`src/rtl/irqc_pkg.sv`:
```
package irqc_pkg;
  localparam int unsigned LINE_W  = 16;
  localparam int unsigned DATA_W  = 32;
  localparam int unsigned CIDX_W  = 5;
  localparam int unsigned IDX_W   = $clog2(LINE_W);
  localparam int unsigned NMI_POS = 1;
  localparam int unsigned MASK_LO = 4;

  localparam logic [CIDX_W-1:0] CI_STATUS  = CIDX_W'(1);
  localparam logic [CIDX_W-1:0] CI_FLAGSET = CIDX_W'(2);
  localparam logic [CIDX_W-1:0] CI_CLEAR   = CIDX_W'(3);
  localparam logic [CIDX_W-1:0] CI_ENABLE  = CIDX_W'(4);

  typedef logic [LINE_W-1:0] line_vec_t;

  // implemented line positions: the non-maskable bit plus MASK_LO..LINE_W-1
  function automatic line_vec_t impl_mask();
    line_vec_t m;
    m = '0;
    m[NMI_POS] = 1'b1;
    for (int i = MASK_LO; i < LINE_W; i++) m[i] = 1'b1;
    return m;
  endfunction

  // positions software may set or clear
  function automatic line_vec_t maskable_mask();
    line_vec_t m;
    m = impl_mask();
    m[NMI_POS] = 1'b0;
    return m;
  endfunction
endpackage

```
`src/rtl/irqc_cfg_regs.sv`:
```
module irqc_cfg_regs
  import irqc_pkg::*;
(
  input  logic              clk,
  input  logic              rst_n,
  input  logic              wr_en,
  input  logic [CIDX_W-1:0] wr_idx,
  input  logic [DATA_W-1:0] wr_data,
  input  logic              user_mode,
  output logic              gie_q,
  output line_vec_t         en_q
);
  localparam line_vec_t IMPL = impl_mask();

  logic      gie_ce, en_ce;
  logic      gie_d;
  line_vec_t en_d;

  always_comb begin
    gie_ce = wr_en && (wr_idx == CI_STATUS);
    en_ce  = wr_en && (wr_idx == CI_ENABLE) && !user_mode;
    gie_d  = wr_data[0];
    en_d   = wr_data[LINE_W-1:0] & IMPL;
  end

  always_ff @(posedge clk or negedge rst_n) begin
    if (!rst_n) begin
      gie_q <= 1'b0;
    end else if (gie_ce) begin
      gie_q <= gie_d;
    end
  end

  always_ff @(posedge clk or negedge rst_n) begin
    if (!rst_n) begin
      en_q <= '0;
    end else if (en_ce) begin
      en_q <= en_d;
    end
  end
endmodule

```
`src/rtl/irqc_flag_bank.sv`:
```
module irqc_flag_bank
  import irqc_pkg::*;
(
  input  logic      clk,
  input  logic      rst_n,
  input  line_vec_t evt,
  input  line_vec_t set_vec,
  input  line_vec_t clr_vec,
  input  line_vec_t ack_vec,
  output line_vec_t flag_q
);
  localparam line_vec_t IMPL = impl_mask();

  for (genvar i = 0; i < LINE_W; i++) begin : g_bit
    if (IMPL[i]) begin : g_flop
      logic bit_d;
      // a hardware event overrides any clear or acknowledge in the same cycle
      always_comb begin
        bit_d = evt[i] | set_vec[i] | (flag_q[i] & ~clr_vec[i] & ~ack_vec[i]);
      end
      always_ff @(posedge clk or negedge rst_n) begin
        if (!rst_n) begin
          flag_q[i] <= 1'b0;
        end else begin
          flag_q[i] <= bit_d;
        end
      end
    end else begin : g_none
      assign flag_q[i] = 1'b0;
    end
  end
endmodule

```
`src/rtl/irqc_prio_pick.sv`:
```
module irqc_prio_pick
  import irqc_pkg::*;
(
  input  line_vec_t        elig,
  output logic             pick_valid,
  output logic [IDX_W-1:0] pick_idx
);
  always_comb begin
    pick_valid = |elig;
    pick_idx   = '0;
    for (int i = LINE_W - 1; i >= int'(MASK_LO); i--) begin
      if (elig[i]) pick_idx = IDX_W'(i);
    end
    if (elig[NMI_POS]) pick_idx = IDX_W'(NMI_POS);
  end
endmodule

```
`src/rtl/irqc_top.sv`:
```
module irqc_top
  import irqc_pkg::*;
(
  input  logic              clk,
  input  logic              rst_n,
  input  logic [15:0]       line_evt,
  input  logic              user_mode,
  input  logic              creg_wr_en,
  input  logic [4:0]        creg_idx,
  input  logic [31:0]       creg_wdata,
  output logic [31:0]       creg_rdata,
  input  logic              ack,
  input  logic [3:0]        ack_idx,
  output logic              req_valid,
  output logic [3:0]        req_idx
);
  localparam line_vec_t IMPL     = impl_mask();
  localparam line_vec_t MASKABLE = maskable_mask();
  localparam line_vec_t NMI_ONLY = line_vec_t'(1) << NMI_POS;

  logic      gie_q;
  line_vec_t en_q;
  line_vec_t flag_q;
  line_vec_t evt_vec, set_vec, clr_vec, ack_vec, elig;

  always_comb begin
    evt_vec = line_evt & IMPL;
    set_vec = (creg_wr_en && creg_idx == CI_FLAGSET) ? (creg_wdata[LINE_W-1:0] & MASKABLE) : '0;
    clr_vec = (creg_wr_en && creg_idx == CI_CLEAR)   ? (creg_wdata[LINE_W-1:0] & MASKABLE) : '0;
    ack_vec = ack ? ((line_vec_t'(1) << ack_idx) & IMPL) : '0;
    elig    = flag_q & en_q & (gie_q ? IMPL : NMI_ONLY);
  end

  irqc_cfg_regs u_cfg (
    .clk       (clk),
    .rst_n     (rst_n),
    .wr_en     (creg_wr_en),
    .wr_idx    (creg_idx),
    .wr_data   (creg_wdata),
    .user_mode (user_mode),
    .gie_q     (gie_q),
    .en_q      (en_q)
  );

  irqc_flag_bank u_flags (
    .clk     (clk),
    .rst_n   (rst_n),
    .evt     (evt_vec),
    .set_vec (set_vec),
    .clr_vec (clr_vec),
    .ack_vec (ack_vec),
    .flag_q  (flag_q)
  );

  irqc_prio_pick u_pick (
    .elig       (elig),
    .pick_valid (req_valid),
    .pick_idx   (req_idx)
  );

  always_comb begin
    unique case (creg_idx)
      CI_STATUS:  creg_rdata = {{(DATA_W-1){1'b0}}, gie_q};
      CI_FLAGSET: creg_rdata = {{(DATA_W-LINE_W){1'b0}}, flag_q};
      CI_ENABLE:  creg_rdata = {{(DATA_W-LINE_W){1'b0}}, en_q};
      default:    creg_rdata = '0;
    endcase
  end
endmodule

```
`config.mk`:
```
export PLATFORM = sky130hd
export DESIGN_NAME = irqc_top
export DESIGN_NICKNAME = d
export VERILOG_FILES = /design/src/rtl/irqc_pkg.sv /design/src/rtl/irqc_cfg_regs.sv /design/src/rtl/irqc_flag_bank.sv /design/src/rtl/irqc_prio_pick.sv /design/src/rtl/irqc_top.sv
export SDC_FILE = /design/constraint.sdc
export NUM_CORES = 1
export LEC_CHECK = 0
export BUFFER_PORTS_ARGS = -buffer_cell sky130_fd_sc_hd__buf_2
export CORE_ASPECT_RATIO = 1.1
export CORE_MARGIN = 2
export CORE_UTILIZATION = 40
export DETAILED_ROUTE_END_ITERATION = 8
export GPL_TIMING_DRIVEN = 0
export PLACE_DENSITY = 0.77
export SLEW_MARGIN = 20
export SYNTH_ARGS = -nofsm -noshare
export SYNTH_HDL_FRONTEND = slang
export SYNTH_SLANG_ARGS = --single-unit
```
`constraint.sdc`:
```
create_clock -name clk -period 1.3 [get_ports clk]
set_input_delay 0.26 -clock clk [delete_from_list [all_inputs] [get_ports clk]]
set_output_delay 0.26 -clock clk [all_outputs]
set_load 0.02 [all_outputs]
```
==> impl_metrics.json, run 1 <==
{
  "status": "finished, violations left",
  "violations": "hold timing, setup timing",
  "worst_slack_ns": -0.605,
  "dp_hpwl_mm": 3.51,
  "die_area_um2": 4960,
  "ys_warn_count": 0,
  "final_nets": 348,
  "min_path_type": "input pin to async pin",
  "post-route-util_pct": 69.3,
  "synth-seq-area-share_pct": 38.3,
  "port_buffers": 59,
  "reg2reg_from": "u_flags.flag_q[14]",
  "viasPerCell": 5.40,
  "worst_pin_slew_ns": 0.639,
  "cp.arrival_ns": 1.64,
  "critPathTopFamily": "compound AO/OA/AOI/OAI gates",
  "core_area_um2": 4290,
  "max-vdd-ir-drop_mv": 0.825,
  "cap_violations": 0,
  "placed_cell_area_um2": 2320,
  "slowest_delay_ns": 0.44,
  "drt-initial-drc-count": 69,
  "finClkSkew_ns": 0,
  "wirelength_mm": 5.85,
  "end_kind": "primary output",
  "synth_top_flop_cell": "dfrtp_1",
  "required_ns": 1.04,
  "async_flop_share_pct": 100,
  "tritoncts": "yes",
  "post-route-drc-count": 0,
  "grtUsageTotal_pct": 21.4,
  "crit_type": "register to primary output",
  "numCtsBuffers": 3,
  "r2r_end": "u_flags.flag_q[14]",
  "synth-edff-count": 0,
  "dieWidth_um": 67.3,
  "cellPowerDensity_nw_per_um2": 863,
  "std_cell_rows": 25,
  "syn-cell-area_um2": 1760,
  "yosys.cell_types.count": 32,
  "ys_top_cells_by_area": "dfrtp_1, a22o_1, mux2_4",
  "synth_top_area_cell": "dfrtp_1",
  "start_util_pct": 41.2,
  "finalCriticalPeriod_ns": 1.90,
  "htreeDepth": 1,
  "nFillCells": 334,
  "clock_latency_ns": 0.28,
  "drive_gt1_share_pct": 59.3,
  "min_period_over_period_pct": 147,
  "grt_pass1_wl_mm": 7.79,
  "wire_per_inst_um": 17.3,
  "synth_top_cell_area_share_pct": 38.3,
  "hold_buffers": 0,
  "synth.ff_latch_count": 27,
  "finalInstanceArea_um2": 2970,
  "postRouteAntennaNets": 0,
  "rrSetupSlack_ns": 0.19,
  "antenna_found_initial": 0,
  "crit_fanout": 4,
  "r2r_cells": 5,
  "overflow": 0,
  "synthTopCellsByCount": "dfrtp_1, a22o_1, buf_4",
  "clockBufferDepth": 2,
  "netlist_instances": 172,
  "syn_area_per_cell_um2": 10.3,
  "diodes": 0,
  "critPathLaunchType": "register",
  "vias": 1831,
  "crit_chain": "nand2_1 > a32o_1 > a222oi_1 > o21ai_2 > buf_6",
  "slowest_stage": "dfrtp_1",
  "rsz0062_at_grt": "yes",
  "area_growth_syn_to_layout_pct": 68.4,
  "root_buffer": "clkbuf_8",
  "cts_sinks": 27,
  "ios": 99,
  "setup_viol": 32,
  "p_leak_nw": 1.42,
  "cp.buffers_inverters": 1,
  "finalMaxSlewViolations": 0,
  "die_y_um": 73.7,
  "finalWeightedCongestion": 0.818,
  "finalSetupTns_ns": -9.48,
  "holdWs_ns": -0.00787,
  "hold_viol_final": 14,
  "clk_pin_slew_worst_paths_ns": 0.09,
  "relSlewSlack_pct": 57.4,
  "grt_pass1_vias": 1617,
  "grt_max_degree": 28,
  "yosysMostFrequentCell": "dfrtp_1",
  "clock.fmax_mhz": 525,
  "firstDrtPassIters": 4
}
## how the worst max path moves through the flow
| stage | slack [ns] | startpoint | cells past startpoint | end |
|---|---|---|---|---|
| 5_1_grt | -0.63 | u_cfg.en_q[14] | 5 | req_idx[0] |
| 3_3_place_gp | -0.41 | creg_idx[0] | 6 | creg_rdata[12] |
| 4_1_cts | -0.51 | u_flags.flag_q[15] | 4 | req_idx[0] |
| 3_5_place_dp | -0.44 | creg_idx[0] | 6 | creg_rdata[6] |
| 6_report | -0.60 | u_cfg.en_q[14] | 5 | req_idx[0] |
| 2_1_floorplan | -0.11 | creg_idx[1] | 5 | u_cfg.en_q[10] |
## registers in the layout, summed over array words and instances, names as in the netlist
signal	cells
u_cfg.gie_q	1
u_flags.flag_q	13
u_cfg.en_q	13
## final cells by class
class	instances	area [µm²]	area share, %
Multi-Input combinational cell	138	1180	39.6
Timing Repair Buffer	92	782	26.3
Sequential cell	27	676	22.7
Buffer	24	224	7.54
Tap cell	54	67.6	2.27
Clock buffer	4	45.0	1.52
## power breakdown
part           switching (mW)  internal [mW]  leakage (nW)
combinational           0.519          0.567          1.10
sequential             0.0768          0.910         0.302
clock                   0.271          0.220        0.0228
## layout by cell type (no fill, tap or decap), types with 4 or more instances in the layout
cell	netlist	routed
nor4_4	1	4
a21oi_2	0	11
a22o_1	18	17
dfrtp_1	27	27
buf_2	2	35
mux2_4	10	10
o21ai_0	14	9
nand2_1	14	12
clkbuf_8	0	7
mux2_2	4	4
a211o_1	12	12
buf_8	0	4
buf_4	18	41
buf_6	1	28
conb_1	1	18
## metrics by stage
| step | power, mW | instances | setup slack [ns] |
|---|---|---|---|
| after CTS | 2.38 | 324 | -0.512 |
| after global routing | 2.67 | 339 | -0.629 |
| after detailed placement | 1.78 | 302 | -0.436 |
| after global placement | 1.77 | 302 | -0.407 |
| after floorplan | 1.54 | 189 | -0.105 |
| final | 2.56 | 339 | -0.605 |
## per-layer routing
layer / up-vias / wire, µm / share of wire, % / track usage, %
li1: 841 / - / - / -
met1: 890 / 2280 / 39 / 26.4
met2: 94 / 3090 / 53 / 38.9
met3: 6 / 395 / 6.8 / 2.76
met4: 0 / 83 / 1.4 / 5.44
met5: - / 0 / 0 / 0
## cell families (layout without fill, tap and decap cells)
group | after synthesis | in the layout | synth area share [%]
compound gates | 70 | 70 | 28.2
flops | 27 | 27 | 38.3
mux | 14 | 14 | 11.1
simple gates | 36 | 36 | 12.7
buf+inv | 24 | 120 | 9.50
other cells | 1 | 18 | 0.213
## timing repair
item / CTS / global route
resized for setup: 54 / 37
cloned: 3 / 2
setup buffers: 15 / 14
pin swaps: 11 / 20
setup endpoints to repair: 29 / 42
(Power assumes the default switching activity.)
==> inputs of run 2 (changes only) <==
--- a/config.mk
+++ b/config.mk
@@ -5,12 +5,12 @@
 export SDC_FILE = /design/constraint.sdc
 export NUM_CORES = 1
 export LEC_CHECK = 0
+export ABC_AREA = 1
 export BUFFER_PORTS_ARGS = -buffer_cell sky130_fd_sc_hd__buf_2
 export CORE_ASPECT_RATIO = 1.1
 export CORE_MARGIN = 2
 export CORE_UTILIZATION = 40
 export DETAILED_ROUTE_END_ITERATION = 8
-export GPL_TIMING_DRIVEN = 0
 export PLACE_DENSITY = 0.77
 export SLEW_MARGIN = 20
 export SYNTH_ARGS = -nofsm -noshare
==> run 2 against run 1 <==
  * The flow finishes with violations (setup timing)
  * Sequential share of layout area up 0.27 points
  * Routed wire length rose by 4.3%
  * Power is 4.2% higher
  * Synthesized cell count grew 44%
  * Critical path type unchanged
  * Highest routed layer unchanged
==> impl_metrics.json, run 2 <==
{
  "final_nets": 417,
  "finalCriticalPeriod_ns": 1.98,
  "layout_commonest_cell": "nand2_1",
  "dp_hpwl_mm": 4.28,
  "yosys.cell_types.count": 26,
  "reg_top3": "u_cfg.en_q x13, u_flags.flag_q x13, u_cfg.gie_q x1",
  "min_from": "line_evt[1]",
  "placedCellCount": 390,
  "post-route-util_pct": 67.8,
  "overflow": 0,
  "clockBufferDepth": 2,
  "syn_area_per_cell_um2": 7.38,
  "cts_sinks": 27,
  "synth-edff-count": 0,
  "netlist_instances": 247,
  "dieWidth_um": 68.3,
  "multi_input_area_um2": 1130,
  "holdWs_ns": 0.167,
  "syn-cell-area_um2": 1820,
  "p_leak_nw": 1.56,
  "power_frac_seq_pct": 36.6,
  "wire_per_inst_um": 15.0,
  "min_path_type": "input pin to register",
  "area_growth_syn_to_layout_pct": 61.7,
  "relSlewSlack_pct": 58.4,
  "grt_pass1_wl_mm": 9.23,
  "min_period_over_period_pct": 152,
  "stdcell_count": 408,
  "startpoint": "u_cfg.gie_q",
  "worst_pin_slew_ns": 0.624,
  "antenna_found_initial": 0,
  "crit_fanout": 6,
  "htreeDepth": 1,
  "reg2reg_from": "u_flags.flag_q[15]",
  "cp.arrival_ns": 1.72,
  "grt_pass1_vias": 1945,
  "end_kind": "primary output",
  "grt.busiest_layer": "met2",
  "post-route-drc-count": 0,
  "switchingPower_uw": 972,
  "finalSetupTns_ns": -5.09,
  "async_flop_share_pct": 100,
  "firstDrtPassIters": 4,
  "intPower_mw": 1.70,
  "hold_viol_final": 0,
  "viasPerCell": 5.02,
  "cp_common_cell": "buf_6",
  "violations": "setup timing",
  "diodes": 0,
  "finalMaxSlewViolations": 0,
  "drive_gt1_share_pct": 48.3,
  "synth_top_flop_cell": "dfrtp_1",
  "slowest_stage": "dfrtp_2",
  "grt_max_degree": 28,
  "critPathTopFamily": "flip-flops",
  "status": "finished, violations left",
  "p_clk_share_pct": 18.1,
  "critPathLaunchType": "register",
  "die_area_um2": 5110,
  "use_met1_pct": 31.2,
  "root_buffer": "clkbuf_8",
  "crit_type": "register to primary output",
  "ios": 99,
  "core_area_um2": 4350,
  "max-vdd-ir-drop_mv": 0.476,
  "worst_slack_ns": -0.679,
  "synthTopCellsByCount": "nand2_1, dfrtp_1, inv_1, nor2_1",
  "synth-seq-area-share_pct": 37.1,
  "synth.ff_latch_count": 27,
  "cap_violations": 0,
  "required_ns": 1.04,
  "cp.buffers_inverters": 3,
  "rsz0062_at_grt": "yes",
  "start_util_pct": 41.9,
  "port_buffers": 59,
  "pre_cts_ws_ns": -0.345,
  "swShare_pct": 36.4,
  "layout_common_cells": "nand2_1, buf_4, buf_2, buf_6, dfrtp_1",
  "die_y_um": 74.8,
  "clk_pin_slew_worst_paths_ns": 0.09,
  "tritoncts": "yes",
  "vias": 2048,
  "yosysMostFrequentCell": "nand2_1",
  "use_met2_pct": 42.0,
  "clock_latency_ns": 0.27,
  "grt_util_met3_pct": 1.94,
  "numCtsBuffers": 3,
  "postRouteAntennaNets": 0,
  "ys_warn_count": 0,
  "finalWeightedCongestion": 0.868,
  "synth_top_area_cell": "dfrtp_1",
  "ys_top_cells_by_area": "dfrtp_1, nand2_1, buf_4",
  "share_comb_of_total_power_pct": 45.3,
  "nFillCells": 330,
  "slowest_delay_ns": 0.46,
  "finClkSkew_ns": 0,
  "std_cell_rows": 25,
  "synth_top_cell_area_share_pct": 37.1,
  "setup_viol": 19,
  "seq_area_um2": 678,
  "drt-initial-drc-count": 122,
  "grtUsageTotal_pct": 24.3,
  "crit_chain": "buf_4 > buf_6 > nand3_4 > nand2_2 > a31o_2 > a31oi_1 > nor2_2 > buf_6",
  "clock.fmax_mhz": 505,
  "wirelength_mm": 6.11,
  "cellPowerDensity_nw_per_um2": 907
}
## run 2: changes by cell type after synthesis, moves of 9 or more
| cell | before | now |
|---|---|---|
| a211o_1 | 12 | 0 |
| a22o_1 | 18 | 6 |
| inv_1 | 0 | 22 |
| mux2_4 | 10 | 1 |
| nand2_1 | 14 | 69 |
| nand3_1 | 2 | 14 |
| nor2_1 | 1 | 22 |
| o21ai_2 | 0 | 12 |
## run 2: timing repair
item,in CTS,in global routing
endpoints found under the hold margin,1,0
cloned,1,0
pin swaps,23,17
hold buffers,1,0
buffers inserted,5,9
resized for setup,76,28
setup endpoints to repair,19,26
## run 2: kinds of logic (layout without fill, tap and decap cells)
family | count (synthesis) | in the layout | synth area share, %
buffers and inverters | 48 | 138 | 15.4
flip-flops | 27 | 27 | 37.1
other | 1 | 18 | 0.206
AND/OR/NAND/NOR | 113 | 113 | 26.2
multiplexers | 1 | 1 | 0.824
AO/OA/AOI/OAI | 57 | 57 | 20.3
## run 2: per-layer routing
layer,part of all wire (%),wire length (µm)
met1,42,2550
met2,51,3100
met3,5.2,319
met4,2.2,137
met5,0,0
## run 2: stage by stage
stage	power (mW)	cell area (µm²)
6_report	2.67	2950
5_1_grt	2.83	2950
4_1_cts	2.58	2800
3_5_place_dp	1.92	2410
3_3_place_gp	1.89	2410
2_1_floorplan	1.56	1920
## run 2: power groups by stage
stage | Combinational (mW) | Clock, mW | Sequential [mW]
after floorplan | 0.594 | 0 | 0.970
after global placement | 0.921 | 0 | 0.970
after detailed placement | 0.949 | 0 | 0.975
after CTS | 1.12 | 0.483 | 0.971
after global routing | 1.32 | 0.524 | 0.984
final | 1.21 | 0.484 | 0.977
## run 2: area by class of cell
| type | count | area share [%] |
|---|---|---|
| Clock buffer | 4 | 1.53 |
| Inverter | 22 | 3.01 |
| Multi-Input combinational cell | 189 | 38.3 |
| Sequential cell | 27 | 23.0 |
| Tap cell | 54 | 2.29 |
| Timing Repair Buffer | 112 | 31.8 |
## run 2: worst paths after layout
| path | to | slack [ns] | cells past startpoint |
|---|---|---|---|
| max in group asynchronous | u_cfg.gie_q | 0.32 | 2 |
| setup / recovery | req_idx[1] | -0.68 | 8 |
| min in group asynchronous | u_cfg.en_q[5] | 0.53 | 2 |
| hold / removal | u_flags.flag_q[1] | 0.17 | 3 |
| setup reg to reg | u_flags.flag_q[15] | 0.21 | 5 |
| hold reg to reg | u_flags.flag_q[5] | 0.61 | 2 |
## run 2: worst reg2reg max path, cell delays in order, from the launching register on
cell	delay (ns)
dfrtp_1	0.43
buf_4	0.16
buf_6	0.11
buf_4	0.12
o21ai_0	0.05
o21ai_0	0.10
==> inputs of run 3 (changes only) <==
--- a/config.mk
+++ b/config.mk
@@ -12,6 +12,7 @@
 export CORE_UTILIZATION = 40
 export DETAILED_ROUTE_END_ITERATION = 8
 export PLACE_DENSITY = 0.77
+export RECOVER_POWER = 50
 export SLEW_MARGIN = 20
 export SYNTH_ARGS = -nofsm -noshare
 export SYNTH_HDL_FRONTEND = slang
==> run 3 against run 2 <==
  * The run still ends with setup timing left
  * Via count stayed put
  * Worst hold slack hardly changed
  * Fmax is 0.11% higher
  * Global-route usage stayed put
  * Setup slack better by 0.0021 ns
  * Register-to-register slack hardly changed
  * Sequential share of layout area is 0.12 points higher
  * First-iteration DRC count is 11% lower
  * Critical path depth stayed put
  * Largest power group unchanged
==> impl_metrics.json, run 3 (synthesized netlist as in run 2, its figures left out) <==
{
  "status": "finished, violations left",
  "violations": "setup timing",
  "switchingPower_uw": 968,
  "critPathLaunchType": "register",
  "relSlewSlack_pct": 53.9,
  "port_buffers": 59,
  "finalCriticalPeriod_ns": 1.98,
  "slowest_stage": "dfrtp_2",
  "post-route-drc-count": 0,
  "htreeDepth": 1,
  "swShare_pct": 36.3,
  "firstDrtPassIters": 6,
  "layout_commonest_cell": "nand2_1",
  "placedCellCount": 390,
  "ios": 99,
  "area_growth_syn_to_layout_pct": 60.9,
  "setup_viol": 19,
  "power_frac_seq_pct": 36.7,
  "dp_hpwl_mm": 4.28,
  "cp_common_cell": "buf_6",
  "core_area_um2": 4350,
  "grt_pass1_vias": 1945,
  "start_util_pct": 41.9,
  "min_period_over_period_pct": 152,
  "placed_cell_area_um2": 2410,
  "dieWidth_um": 68.3,
  "die_area_um2": 5110,
  "multi_input_area_um2": 1120,
  "antenna_found_initial": 0,
  "finalWeightedCongestion": 0.868,
  "worst_pin_slew_ns": 0.691,
  "required_ns": 1.04,
  "numCtsBuffers": 3,
  "grt_pass1_wl_mm": 9.23,
  "wire_per_inst_um": 14.9,
  "nFillCells": 332,
  "end_kind": "primary output",
  "stdcell_count": 408,
  "p_leak_nw": 1.55,
  "clk_pin_slew_worst_paths_ns": 0.09,
  "post-route-util_pct": 67.4,
  "cp.arrival_ns": 1.72,
  "max-vdd-ir-drop_mv": 0.475,
  "overflow": 0,
  "crit_fanout": 6,
  "final_nets": 417,
  "slowest_delay_ns": 0.46,
  "clockBufferDepth": 2,
  "finalInstanceArea_um2": 2930,
  "p_clk_share_pct": 18.1,
  "cap_violations": 0,
  "holdWs_ns": 0.167,
  "critPathTopFamily": "flip-flops",
  "std_cell_rows": 25,
  "cp.buffers_inverters": 3,
  "wirelength_mm": 6.09,
  "worst_slack_ns": -0.677,
  "die_y_um": 74.8,
  "min_path_type": "input pin to register",
  "finalMaxSlewViolations": 0,
  "crit_type": "register to primary output",
  "crit_chain": "buf_4 > buf_6 > nand3_4 > nand2_2 > a31o_2 > a31oi_1 > nor2_2 > buf_6",
  "intPower_mw": 1.70,
  "share_comb_of_total_power_pct": 45.3,
  "tritoncts": "yes",
  "cts_sinks": 27,
  "drive_gt1_share_pct": 47.7,
  "diodes": 0,
  "layout_common_cells": "nand2_1, buf_4, buf_2, buf_6, dfrtp_1",
  "rsz0062_at_grt": "yes",
  "clock.fmax_mhz": 506,
  "hold_viol_final": 0,
  "viasPerCell": 5.02,
  "postRouteAntennaNets": 0,
  "finClkSkew_ns": 0,
  "seq_area_um2": 678,
  "grt_max_degree": 28,
  "root_buffer": "clkbuf_8",
  "grtUsageTotal_pct": 24.3,
  "vias": 2048,
  "reg_top3": "u_cfg.en_q x13, u_flags.flag_q x13, u_cfg.gie_q x1",
  "clock_latency_ns": 0.27,
  "cellPowerDensity_nw_per_um2": 909,
  "drt-initial-drc-count": 109
}
[run 3: cell types whose count changed in the layout (fill, tap and decap cells not counted)]
cell	previous run	this run
buf_2	36	35
clkbuf_2	0	1
buf_6	30	29
nor2_4	3	2
clkbuf_1	1	2
nor2_1	15	16
[run 3: power groups by stage]
stage / Clock, mW / Sequential (mW) / Combinational [mW]
2_1_floorplan: 0 / 0.970 / 0.594
3_3_place_gp: 0 / 0.970 / 0.921
3_5_place_dp: 0 / 0.975 / 0.949
4_1_cts: 0.483 / 0.971 / 1.12
5_1_grt: 0.524 / 0.984 / 1.32
6_report: 0.481 / 0.977 / 1.21
[run 3: layout make-up]
class                      instances  area share (%)
multi-input combinational        189            38.2
sequential                        27            23.1
clock buffer                       4            1.54
tap                               54            2.30
timing repair buffer             112            31.8
inverter                          22            3.03
[run 3: through the flow]
step                setup TNS (ns)  setup WS (ns)  power [mW]
floorplan                   -0.322         -0.111        1.56
global placement             -6.39         -0.279        1.89
detailed placement           -7.29         -0.345        1.92
CTS                          -4.08         -0.587        2.58
global route                 -6.29         -0.762        2.83
finish                       -5.23         -0.677        2.67
[run 3: timing repair]
action,in CTS,in global routing
pin swaps,23,17
cloned,1,0
hold endpoints to repair,1,0
endpoints found under the setup margin,19,26
setup buffers,5,9
resized for setup,76,28
hold buffers,1,0
[run 3: worst paths after layout]
check / from / endpoint / slack (ns) / cells past startpoint
max in group asynchronous: rst_n / u_flags.flag_q[11] / 0.25 / 2
setup / recovery: u_cfg.gie_q / req_idx[1] / -0.68 / 8
min in group asynchronous: rst_n / u_cfg.en_q[5] / 0.55 / 2
hold reg to reg: u_flags.flag_q[5] / u_flags.flag_q[5] / 0.61 / 2
hold / removal: line_evt[1] / u_flags.flag_q[1] / 0.17 / 3
setup reg to reg: u_flags.flag_q[15] / u_flags.flag_q[15] / 0.21 / 5
[run 3: layer usage]
metal	global-route usage, %	share of wire [%]
met5	0	0
met4	10.0	2.6
met3	1.94	5.1
met2	42.0	51
met1	31.2	41
[run 3: worst reg2reg max path, delay by kind of cell (launching register included)]
| kind | cells | cell delay [ns] |
|---|---|---|
| buffers and inverters | 3 | 0.38 |
| flip-flops | 1 | 0.43 |
| AO/OA/AOI/OAI | 2 | 0.16 |
